===== src/rtl/fpm_pkg.sv =====
package fpm_pkg;
  typedef enum logic [2:0] {
    ST_IDLE,   // no page open, precharge done
    ST_ROW,    // row address on bus, row strobe about to fall
    ST_RCD,    // row strobe low, waiting for column strobe
    ST_CAS,    // column strobe low
    ST_OPEN,   // page open, column strobe high
    ST_PRE,    // row precharge
    ST_REF     // pins handed to refresh scheduler
  } fpm_state_e;

  function automatic int fpm_max(input int a, input int b);
    return (a > b) ? a : b;
  endfunction
endpackage


===== src/rtl/fpm_page_tracker.sv =====
module fpm_page_tracker #(
  parameter int NUM_RANKS   = 2,
  parameter int ADDR_W      = 10,
  parameter int RAS_MAX_CYC = 25000,
  parameter int GUARD_CYC   = 24900,
  localparam int RANK_W = (NUM_RANKS > 1) ? $clog2(NUM_RANKS) : 1,
  localparam int AGE_W  = $clog2(RAS_MAX_CYC + 1)
) (
  input  logic              clk,
  input  logic              rst,
  input  logic              open_i,
  input  logic              close_i,
  input  logic [RANK_W-1:0] rank_i,
  input  logic [ADDR_W-1:0] row_i,
  input  logic [RANK_W-1:0] cmp_rank_i,
  input  logic [ADDR_W-1:0] cmp_row_i,
  output logic              hit_o,
  output logic              aged_o,
  output logic [AGE_W-1:0]  age_o
);
  logic              open_q;
  logic [RANK_W-1:0] rank_q;
  logic [ADDR_W-1:0] row_q;
  logic [AGE_W-1:0]  age_q;

  always_ff @(posedge clk) begin
    if (rst) begin
      open_q <= 1'b0;
      rank_q <= '0;
      row_q  <= '0;
      age_q  <= '0;
    end else if (open_i) begin
      open_q <= 1'b1;
      rank_q <= rank_i;
      row_q  <= row_i;
      age_q  <= '0;
    end else if (close_i) begin
      open_q <= 1'b0;
      age_q  <= '0;
    end else if (open_q && age_q != AGE_W'(RAS_MAX_CYC)) begin
      age_q <= age_q + 1'b1;
    end
  end

  assign hit_o  = open_q && (rank_q == cmp_rank_i) && (row_q == cmp_row_i);
  assign aged_o = open_q && (age_q >= AGE_W'(GUARD_CYC));
  assign age_o  = age_q;

  // A page is opened only after the previous one was closed
  assert_open_once_R6: assert property (@(posedge clk) disable iff (rst)
    open_i |-> !open_q);
  // The close request arrives before the age counter saturates
  assert_age_limit_R10: assert property (@(posedge clk) disable iff (rst)
    open_q |-> (age_q < AGE_W'(RAS_MAX_CYC)));
endmodule


===== src/rtl/fpm_bus_turn.sv =====
module fpm_bus_turn #(
  parameter int OFF_CYC = 5,
  localparam int CNT_W = $clog2(OFF_CYC + 1)
) (
  input  logic clk,
  input  logic rst,
  input  logic read_end_i,
  input  logic dq_oe_i,
  output logic clear_o
);
  logic [CNT_W-1:0] cnt_q;

  always_ff @(posedge clk) begin
    if (rst)                cnt_q <= '0;
    else if (read_end_i)    cnt_q <= CNT_W'(OFF_CYC);
    else if (cnt_q != '0)   cnt_q <= cnt_q - 1'b1;
  end

  assign clear_o = (cnt_q == '0);

  // Write data is never driven while the DRAM may still be driving
  assert_turnaround_R9: assert property (@(posedge clk) disable iff (rst)
    $rose(dq_oe_i) |-> clear_o);
endmodule


===== src/rtl/fpm_dram_ctrl.sv =====
module fpm_dram_ctrl
  import fpm_pkg::*;
#(
  parameter int NUM_RANKS   = 2,
  parameter int ADDR_W      = 10,
  parameter int DATA_W      = 40,
  parameter int RAH_CYC     = 3,
  parameter int RCD_CYC     = 5,
  parameter int CAS_CYC     = 5,
  parameter int CP_CYC      = 3,
  parameter int PC_CYC      = 12,
  parameter int RAC_CYC     = 18,
  parameter int RP_CYC      = 13,
  parameter int OFF_CYC     = 5,
  parameter int RAS_MAX_CYC = 25000,
  localparam int RANK_W = (NUM_RANKS > 1) ? $clog2(NUM_RANKS) : 1
) (
  input  logic              clk,
  input  logic              rst,
  input  logic              req_valid,
  output logic              req_ready,
  input  logic              req_write,
  input  logic [RANK_W-1:0] req_rank,
  input  logic [ADDR_W-1:0] req_row,
  input  logic [ADDR_W-1:0] req_col,
  input  logic [DATA_W-1:0] req_wdata,
  output logic              rsp_valid,
  output logic [DATA_W-1:0] rsp_rdata,
  input  logic              ref_req,
  output logic              ref_gnt,
  output logic [ADDR_W-1:0] dram_addr,
  output logic [NUM_RANKS-1:0] dram_ras_n,
  output logic              dram_cas_n,
  output logic              dram_we_n,
  output logic              dram_oe_n,
  output logic [DATA_W-1:0] dram_dq_out,
  output logic              dram_dq_oe,
  input  logic [DATA_W-1:0] dram_dq_in
);
  localparam int CP_HI     = fpm_max(CP_CYC, PC_CYC - CAS_CYC);
  localparam int GUARD_CYC = RAS_MAX_CYC - (CP_HI + RCD_CYC + CAS_CYC + RAC_CYC + 4);
  localparam int TMR_W     = $clog2(RP_CYC + RCD_CYC + CAS_CYC + CP_HI + 2) + 1;
  localparam int AGE_W     = $clog2(RAS_MAX_CYC + 1);
  localparam logic [TMR_W-1:0] T_RAH = TMR_W'(RAH_CYC - 1);
  localparam logic [TMR_W-1:0] T_RCD = TMR_W'(RCD_CYC - 1);
  localparam logic [TMR_W-1:0] T_CAS = TMR_W'(CAS_CYC - 1);
  localparam logic [TMR_W-1:0] T_CP  = TMR_W'(CP_HI - 1);
  localparam logic [TMR_W-1:0] T_RP  = TMR_W'(RP_CYC - 1);
  localparam logic [AGE_W-1:0] T_RAC = AGE_W'(RAC_CYC - 1);

  fpm_state_e state_q;
  logic [TMR_W-1:0] tmr_q;
  logic [RANK_W-1:0] cur_rank_q;
  logic [ADDR_W-1:0] cur_row_q, cur_col_q;
  logic [DATA_W-1:0] cur_wd_q;
  logic              cur_wr_q;

  logic [NUM_RANKS-1:0] ras_n_q;
  logic cas_n_q, we_n_q, oe_n_q, dq_oe_q, rsp_valid_q, gnt_q;
  logic [ADDR_W-1:0] addr_q;
  logic [DATA_W-1:0] dq_out_q, rdata_q;

  logic hit, aged, bus_clear, cp_done, must_close, open_pg, close_pg, read_end, cas_done;
  logic [AGE_W-1:0] ras_age;

  assign cp_done    = (state_q == ST_OPEN) && (tmr_q >= T_CP);
  assign must_close = ref_req || aged || (req_valid && !hit);
  assign open_pg    = (state_q == ST_ROW);
  assign close_pg   = cp_done && must_close;
  assign cas_done   = (state_q == ST_CAS) && (tmr_q >= T_CAS) && (ras_age >= T_RAC);
  assign read_end   = cas_done && !cur_wr_q;

  assign req_ready = !ref_req &&
                     ((state_q == ST_IDLE) ||
                      (cp_done && !aged && req_valid && hit && (!req_write || bus_clear)));

  fpm_page_tracker #(
    .NUM_RANKS(NUM_RANKS), .ADDR_W(ADDR_W),
    .RAS_MAX_CYC(RAS_MAX_CYC), .GUARD_CYC(GUARD_CYC)
  ) u_page (
    .clk(clk), .rst(rst), .open_i(open_pg), .close_i(close_pg),
    .rank_i(cur_rank_q), .row_i(cur_row_q),
    .cmp_rank_i(req_rank), .cmp_row_i(req_row),
    .hit_o(hit), .aged_o(aged), .age_o(ras_age)
  );

  fpm_bus_turn #(.OFF_CYC(OFF_CYC)) u_turn (
    .clk(clk), .rst(rst), .read_end_i(read_end),
    .dq_oe_i(dq_oe_q), .clear_o(bus_clear)
  );

  always_ff @(posedge clk) begin
    if (rst) begin
      state_q    <= ST_IDLE;
      tmr_q      <= '0;
      cur_rank_q <= '0;
      cur_row_q  <= '0;
      cur_col_q  <= '0;
      cur_wd_q   <= '0;
      cur_wr_q   <= 1'b0;
      ras_n_q    <= '1;
      cas_n_q    <= 1'b1;
      we_n_q     <= 1'b1;
      oe_n_q     <= 1'b1;
      dq_oe_q    <= 1'b0;
      dq_out_q   <= '0;
      addr_q     <= '0;
      rsp_valid_q <= 1'b0;
      rdata_q    <= '0;
      gnt_q      <= 1'b0;
    end else begin
      rsp_valid_q <= 1'b0;
      unique case (state_q)
        ST_IDLE: begin
          if (ref_req) begin
            gnt_q   <= 1'b1;
            state_q <= ST_REF;
          end else if (req_valid) begin
            cur_rank_q <= req_rank;
            cur_row_q  <= req_row;
            cur_col_q  <= req_col;
            cur_wr_q   <= req_write;
            cur_wd_q   <= req_wdata;
            addr_q     <= req_row;
            state_q    <= ST_ROW;
          end
        end
        ST_ROW: begin
          ras_n_q <= ~(NUM_RANKS'(1) << cur_rank_q);
          tmr_q   <= '0;
          state_q <= ST_RCD;
        end
        ST_RCD: begin
          tmr_q <= tmr_q + 1'b1;
          if (tmr_q == T_RAH) begin
            addr_q <= cur_col_q;
            if (cur_wr_q) begin
              we_n_q   <= 1'b0;
              dq_oe_q  <= 1'b1;
              dq_out_q <= cur_wd_q;
            end
          end
          if (tmr_q == T_RCD) begin
            cas_n_q <= 1'b0;
            oe_n_q  <= cur_wr_q;
            tmr_q   <= '0;
            state_q <= ST_CAS;
          end
        end
        ST_CAS: begin
          tmr_q <= tmr_q + 1'b1;
          if (cas_done) begin
            cas_n_q <= 1'b1;
            oe_n_q  <= 1'b1;
            we_n_q  <= 1'b1;
            dq_oe_q <= 1'b0;
            if (!cur_wr_q) begin
              rsp_valid_q <= 1'b1;
              rdata_q     <= dram_dq_in;
            end
            tmr_q   <= '0;
            state_q <= ST_OPEN;
          end
        end
        ST_OPEN: begin
          if (!cp_done) begin
            tmr_q <= tmr_q + 1'b1;
          end else if (must_close) begin
            ras_n_q <= '1;
            tmr_q   <= '0;
            state_q <= ST_PRE;
          end else if (req_ready) begin
            cur_col_q <= req_col;
            cur_wr_q  <= req_write;
            cur_wd_q  <= req_wdata;
            addr_q    <= req_col;
            if (req_write) begin
              we_n_q   <= 1'b0;
              dq_oe_q  <= 1'b1;
              dq_out_q <= req_wdata;
            end
            tmr_q   <= T_RCD;
            state_q <= ST_RCD;
          end
        end
        ST_PRE: begin
          tmr_q <= tmr_q + 1'b1;
          if (tmr_q == T_RP) state_q <= ST_IDLE;
        end
        ST_REF: begin
          if (!ref_req) begin
            gnt_q   <= 1'b0;
            state_q <= ST_IDLE;
          end
        end
        default: state_q <= ST_IDLE;
      endcase
    end
  end

  assign dram_addr   = addr_q;
  assign dram_ras_n  = ras_n_q;
  assign dram_cas_n  = cas_n_q;
  assign dram_we_n   = we_n_q;
  assign dram_oe_n   = oe_n_q;
  assign dram_dq_out = dq_out_q;
  assign dram_dq_oe  = dq_oe_q;
  assign rsp_valid   = rsp_valid_q;
  assign rsp_rdata   = rdata_q;
  assign ref_gnt     = gnt_q;

  // Only one rank is ever activated
  assert_one_rank_R2: assert property (@(posedge clk) disable iff (rst)
    $onehot0(~ras_n_q));
  // Row address already settled on the bus when the row strobe falls
  assert_row_setup_R2: assert property (@(posedge clk) disable iff (rst)
    (($past(ras_n_q) == '1) && (ras_n_q != '1)) |-> $stable(addr_q));
  // Column strobe only inside an active row
  assert_cas_in_row_R3: assert property (@(posedge clk) disable iff (rst)
    !cas_n_q |-> (ras_n_q != '1));
  // Early write: write strobe and data lead the column strobe
  assert_early_write_R8: assert property (@(posedge clk) disable iff (rst)
    ($fell(cas_n_q) && !we_n_q) |-> ($past(!we_n_q) && $past(dq_oe_q)));
  assert_write_no_oe_R8: assert property (@(posedge clk) disable iff (rst)
    !we_n_q |-> (oe_n_q && dq_oe_q));
  // Granted pins are quiet
  assert_grant_quiet_R11: assert property (@(posedge clk) disable iff (rst)
    gnt_q |-> ((ras_n_q == '1) && cas_n_q && we_n_q && !dq_oe_q && !req_ready));
  // One response per completed read, never during a write
  assert_rsp_read_only_R4: assert property (@(posedge clk) disable iff (rst)
    rsp_valid_q |-> ($past(!cas_n_q) && cas_n_q && $past(we_n_q)));
endmodule


===== config.mk =====
export PLATFORM = sky130hd
export DESIGN_NAME = fpm_dram_ctrl
export DESIGN_NICKNAME = d
export VERILOG_FILES = /design/src/rtl/fpm_pkg.sv /design/src/rtl/fpm_page_tracker.sv /design/src/rtl/fpm_bus_turn.sv /design/src/rtl/fpm_dram_ctrl.sv
export SDC_FILE = /design/constraint.sdc
export NUM_CORES = 1
export LEC_CHECK = 0
export BUFFER_PORTS_ARGS = -buffer_cell sky130_fd_sc_hd__buf_2
export CORE_ASPECT_RATIO = 0.9
export CORE_MARGIN = 2
export CORE_UTILIZATION = 49
export CTS_CLUSTER_SIZE = 12
export DETAILED_ROUTE_END_ITERATION = 16
export PLACE_DENSITY_LB_ADDON = 0.15
export SLEW_MARGIN = 20
export SYNTH_ARGS = -nofsm -noshare
export SYNTH_HDL_FRONTEND = slang
export SYNTH_HIERARCHICAL = 1
export SYNTH_SLANG_ARGS = --single-unit
export TNS_END_PERCENT = 20

===== constraint.sdc =====
create_clock -name clk -period 3.73 [get_ports clk]
set_input_delay 0.373 -clock clk [delete_from_list [all_inputs] [get_ports clk]]
set_output_delay 0.373 -clock clk [all_outputs]
set_load 0.01 [all_outputs]

==> run_results.csv <==
group,metric,value,unit
critical_path,cp_cell_sequence,"or4_1 > o311a_1 > o2111a_1 > or3b_1 > a2111oi_4 > mux2i_1 > a221oi_2 > buf_4 > nor2_1 > a311oi_1",
grt,grt_max_degree,117,
sta,fin_hold_ws,0.157,ns
yosys,synthesis.nets,1109,
clocking,cts_made_buffers,17,
power_and_ir_drop,max-vdd-ir-drop,0.000441,V
clocking,cts_resized,0,
grt,grt-ovfl-total,0,
critical_path,critPathKind,"register to register",
critical_path,max_stage_delay,0.53,ns
yosys,yosys_warnings,6,
yosys,synth_area_leaders,"dfxtp_1 (48%), nand2_1 (11%), a21oi_1 (7.2%), mux2i_1 (6.7%), nor2_1 (4.1%)",
clocking,cts_tree,"yes",
clocking,clk_latency,0.44,ns
sta,max-slew-margin-rel,41.5,%
critical_path,worst_setup_path_end_kind,"register",
grt,grt_pass1_vias,6926,
critical_path,cp-start-kind,"register",
sta,fin_skew,0.0144,ns
yosys,ys_types,59,
sta,finalCritPeriodShare,92.1,%
drt,routedWlPerCell,15.0,µm
sta,slew_violations,0,
placed_design,portBuffers,204,
power_and_ir_drop,powerDensity,645,mW/mm²
grt,grt_util_all_layers,23.0,%
power_and_ir_drop,leakage,3.91,nW
die,initial_core_util,49.6,%
cells_and_area,area_growth,21.5,%
cells_and_area,finalInstanceArea,0.0101,mm²
clocking,path_clk_slew,0.08,ns
drt,viasPerCell,5.31,
yosys,synthArstFlopShare,0,%
die,rows,45,
sta,clock.fmax,291,MHz
cells_and_area,most-common-layout-cells,"nand2_1 (234), buf_2 (203), dfxtp_1 (199)",
drt,ant_nets,0,
yosys,syn_inst,994,
die,die_y,128,µm
sta,rsz0062_at_grt,"no",
hold_path,hold_class,"input pin to register",
die,io_pins,205,
cells_and_area,drive_above_1_share,22.4,%
placed_design,placed_cell_area,0.00949,mm²
critical_path,cp_max_fo,20,
clocking,cts_sinks,199,
flow_run,drv_cap,0,
drt,drtIter0Drc,508,
cells_and_area,diodes,0,
drt,drc,0,
die,die_w,141,µm
cells_and_area,layout_commonest_cell,"nand2_1",
die,dieArea,0.0181,mm²
critical_path,cp.buffers_inverters,1,
yosys,syn_area,0.00833,mm²
sta,setup_tns,0,ns
grt,grt_antenna_before_repair,1,
clocking,cts_root_buf,"clkbuf_16",
cells_and_area,fin_nets,1277,
sta,worstMarginPinSlew,0.878,ns
drt,wl,20800,µm
yosys,ys_seq_area_share,47.8,%
clocking,htree_levels,4,
placed_design,gp_congestion,0.837,
clocking,cts_buffer_depth,2,
sta,fin_crit,3.43,ns
placed_design,dp_hpwl,14000,µm
clocking,cts_hold_buf,0,
clocking,post_cts_buffers,0,
grt,grt_pass1_wl,33800,µm
critical_path,cp.required,4.07,ns
yosys,yosysTopAreaCell,"dfxtp_1",
yosys,synth-edff-count,0,
yosys,synth-main-ff-cell,"dfxtp_1",
critical_path,ff2ff_setup_slack,0.30,ns
die,core,0.0168,mm²
critical_path,cp.arrival,3.77,ns
critical_path,crit_family,"compound AO/OA/AOI/OAI gates",
critical_path,slowest_stage,"or4_1",
drt,route.vias.total,7361,
status,status,"complete, no violations",
sta,finalHoldViolCount,0,
yosys,avgSynthCellArea,8.38,µm²
yosys,yosys_register_bits,199,
yosys,synth_top_area_share,47.8,%
drt,dr.pass1.iters,5,
sta,finalSetupViolCount,0,
[layer usage]
metal / track usage [%] / vias to the layer above / routed length [µm]
met2: 38.1 / 211 / 9740
met1: 29.4 / 3377 / 9210
met5: 0 / - / 0
li1: - / 3747 / -
met3: 7.02 / 26 / 1530
met4: 6.00 / 0 / 294
[area by class of cell]
cell class                      count  area (µm²)
Inverter                           20        75.1
Fill cell                        1547        6660
Clock buffer                       17         425
Multi-Input combinational cell    706        4010
Sequential cell                   199        3980
Timing Repair Buffer              218        1160
Clock inverter                     15         209
Tap cell                          211         264
[per-stage QoR]
step / std cells / worst slack, ns / utilization (%) / total power, mW
2_1_floorplan: 994 / 0.568 / - / 4.04
3_3_place_gp: 1354 / 0.397 / 56.5 / 4.61
3_5_place_dp: 1354 / 0.329 / 56.5 / 4.65
4_1_cts: 1386 / 0.294 / 60.3 / 6.59
5_1_grt: 1386 / 0.120 / 60.3 / 6.93
6_report: 1386 / 0.295 / 60.3 / 6.53
[path summary, 6_finish.rpt]
kind                                 from                          to  cells after the start
max          u_page/age_o[5]$_SDFFE_PP0P_   dram_addr[5]$_SDFFE_PP0P_                     10
min                        dram_dq_in[19]  rsp_rdata[19]$_SDFFE_PP0P_                      3
max reg2reg  u_page/age_o[5]$_SDFFE_PP0P_   dram_addr[5]$_SDFFE_PP0P_                     10
min reg2reg    rsp_rdata[28]$_SDFFE_PP0P_  rsp_rdata[28]$_SDFFE_PP0P_                      2
[Yosys cell counts, types with 3 or more instances]
library cell,instances
nand2_1,234
dfxtp_1,199
a21oi_1,120
nor2_1,90
mux2i_1,56
clkbuf_1,54
a211oi_1,41
inv_1,20
xnor2_1,17
buf_2,12
a22oi_1,11
nand3_1,11
nand4_1,11
a311oi_1,10
ha_1,9
nand2b_1,8
nor4_1,8
o21ai_0,8
xor2_1,6
nor2b_1,5
nor3_1,5
or3_1,4
or4_1,4
a221oi_1,3
a22o_1,3
and2_1,3
o21bai_1,3
[sequential cells by signal, indices dropped and copies added (netlist names), 6 cells and up]
name and cells:
dram_dq_out 40, cur_row_q 10, dram_addr 10, tmr_q 6, cur_wd_q 40, rsp_rdata 40, cur_col_q 10, u_page/age_o 15
u_page/row_q 10
[power by group]
group          switching, mW  leakage [nW]  internal (mW)
logic                   1.15          2.00          0.773
registers              0.228          1.61           2.44
clock network          0.905         0.305           1.03
total                   2.28          3.91           4.25
[cell families (layout without fill, tap and decap cells)]
group	count (synthesis)	count (layout)	share of synthesized area [%]
AO/OA/AOI/OAI	221	221	17.2
adder cells (fa/ha/maj)	9	9	1.35
XOR/XNOR	23	23	2.42
flip-flops	199	199	47.8
buffers and inverters	89	270	4.28
multiplexers	57	57	6.86
AND/OR/NAND/NOR	396	396	20.1
[worst register-to-register path, cell delays in order (launching register included)]
cell and delay [ns]:
dfxtp_1 0.37, or4_1 0.53, o311a_1 0.30, o2111a_1 0.24
or3b_1 0.41, a2111oi_4 0.38, mux2i_1 0.23, a221oi_2 0.30
buf_4 0.26, nor2_1 0.07, a311oi_1 0.25
Power figures use the tool's default switching activity.
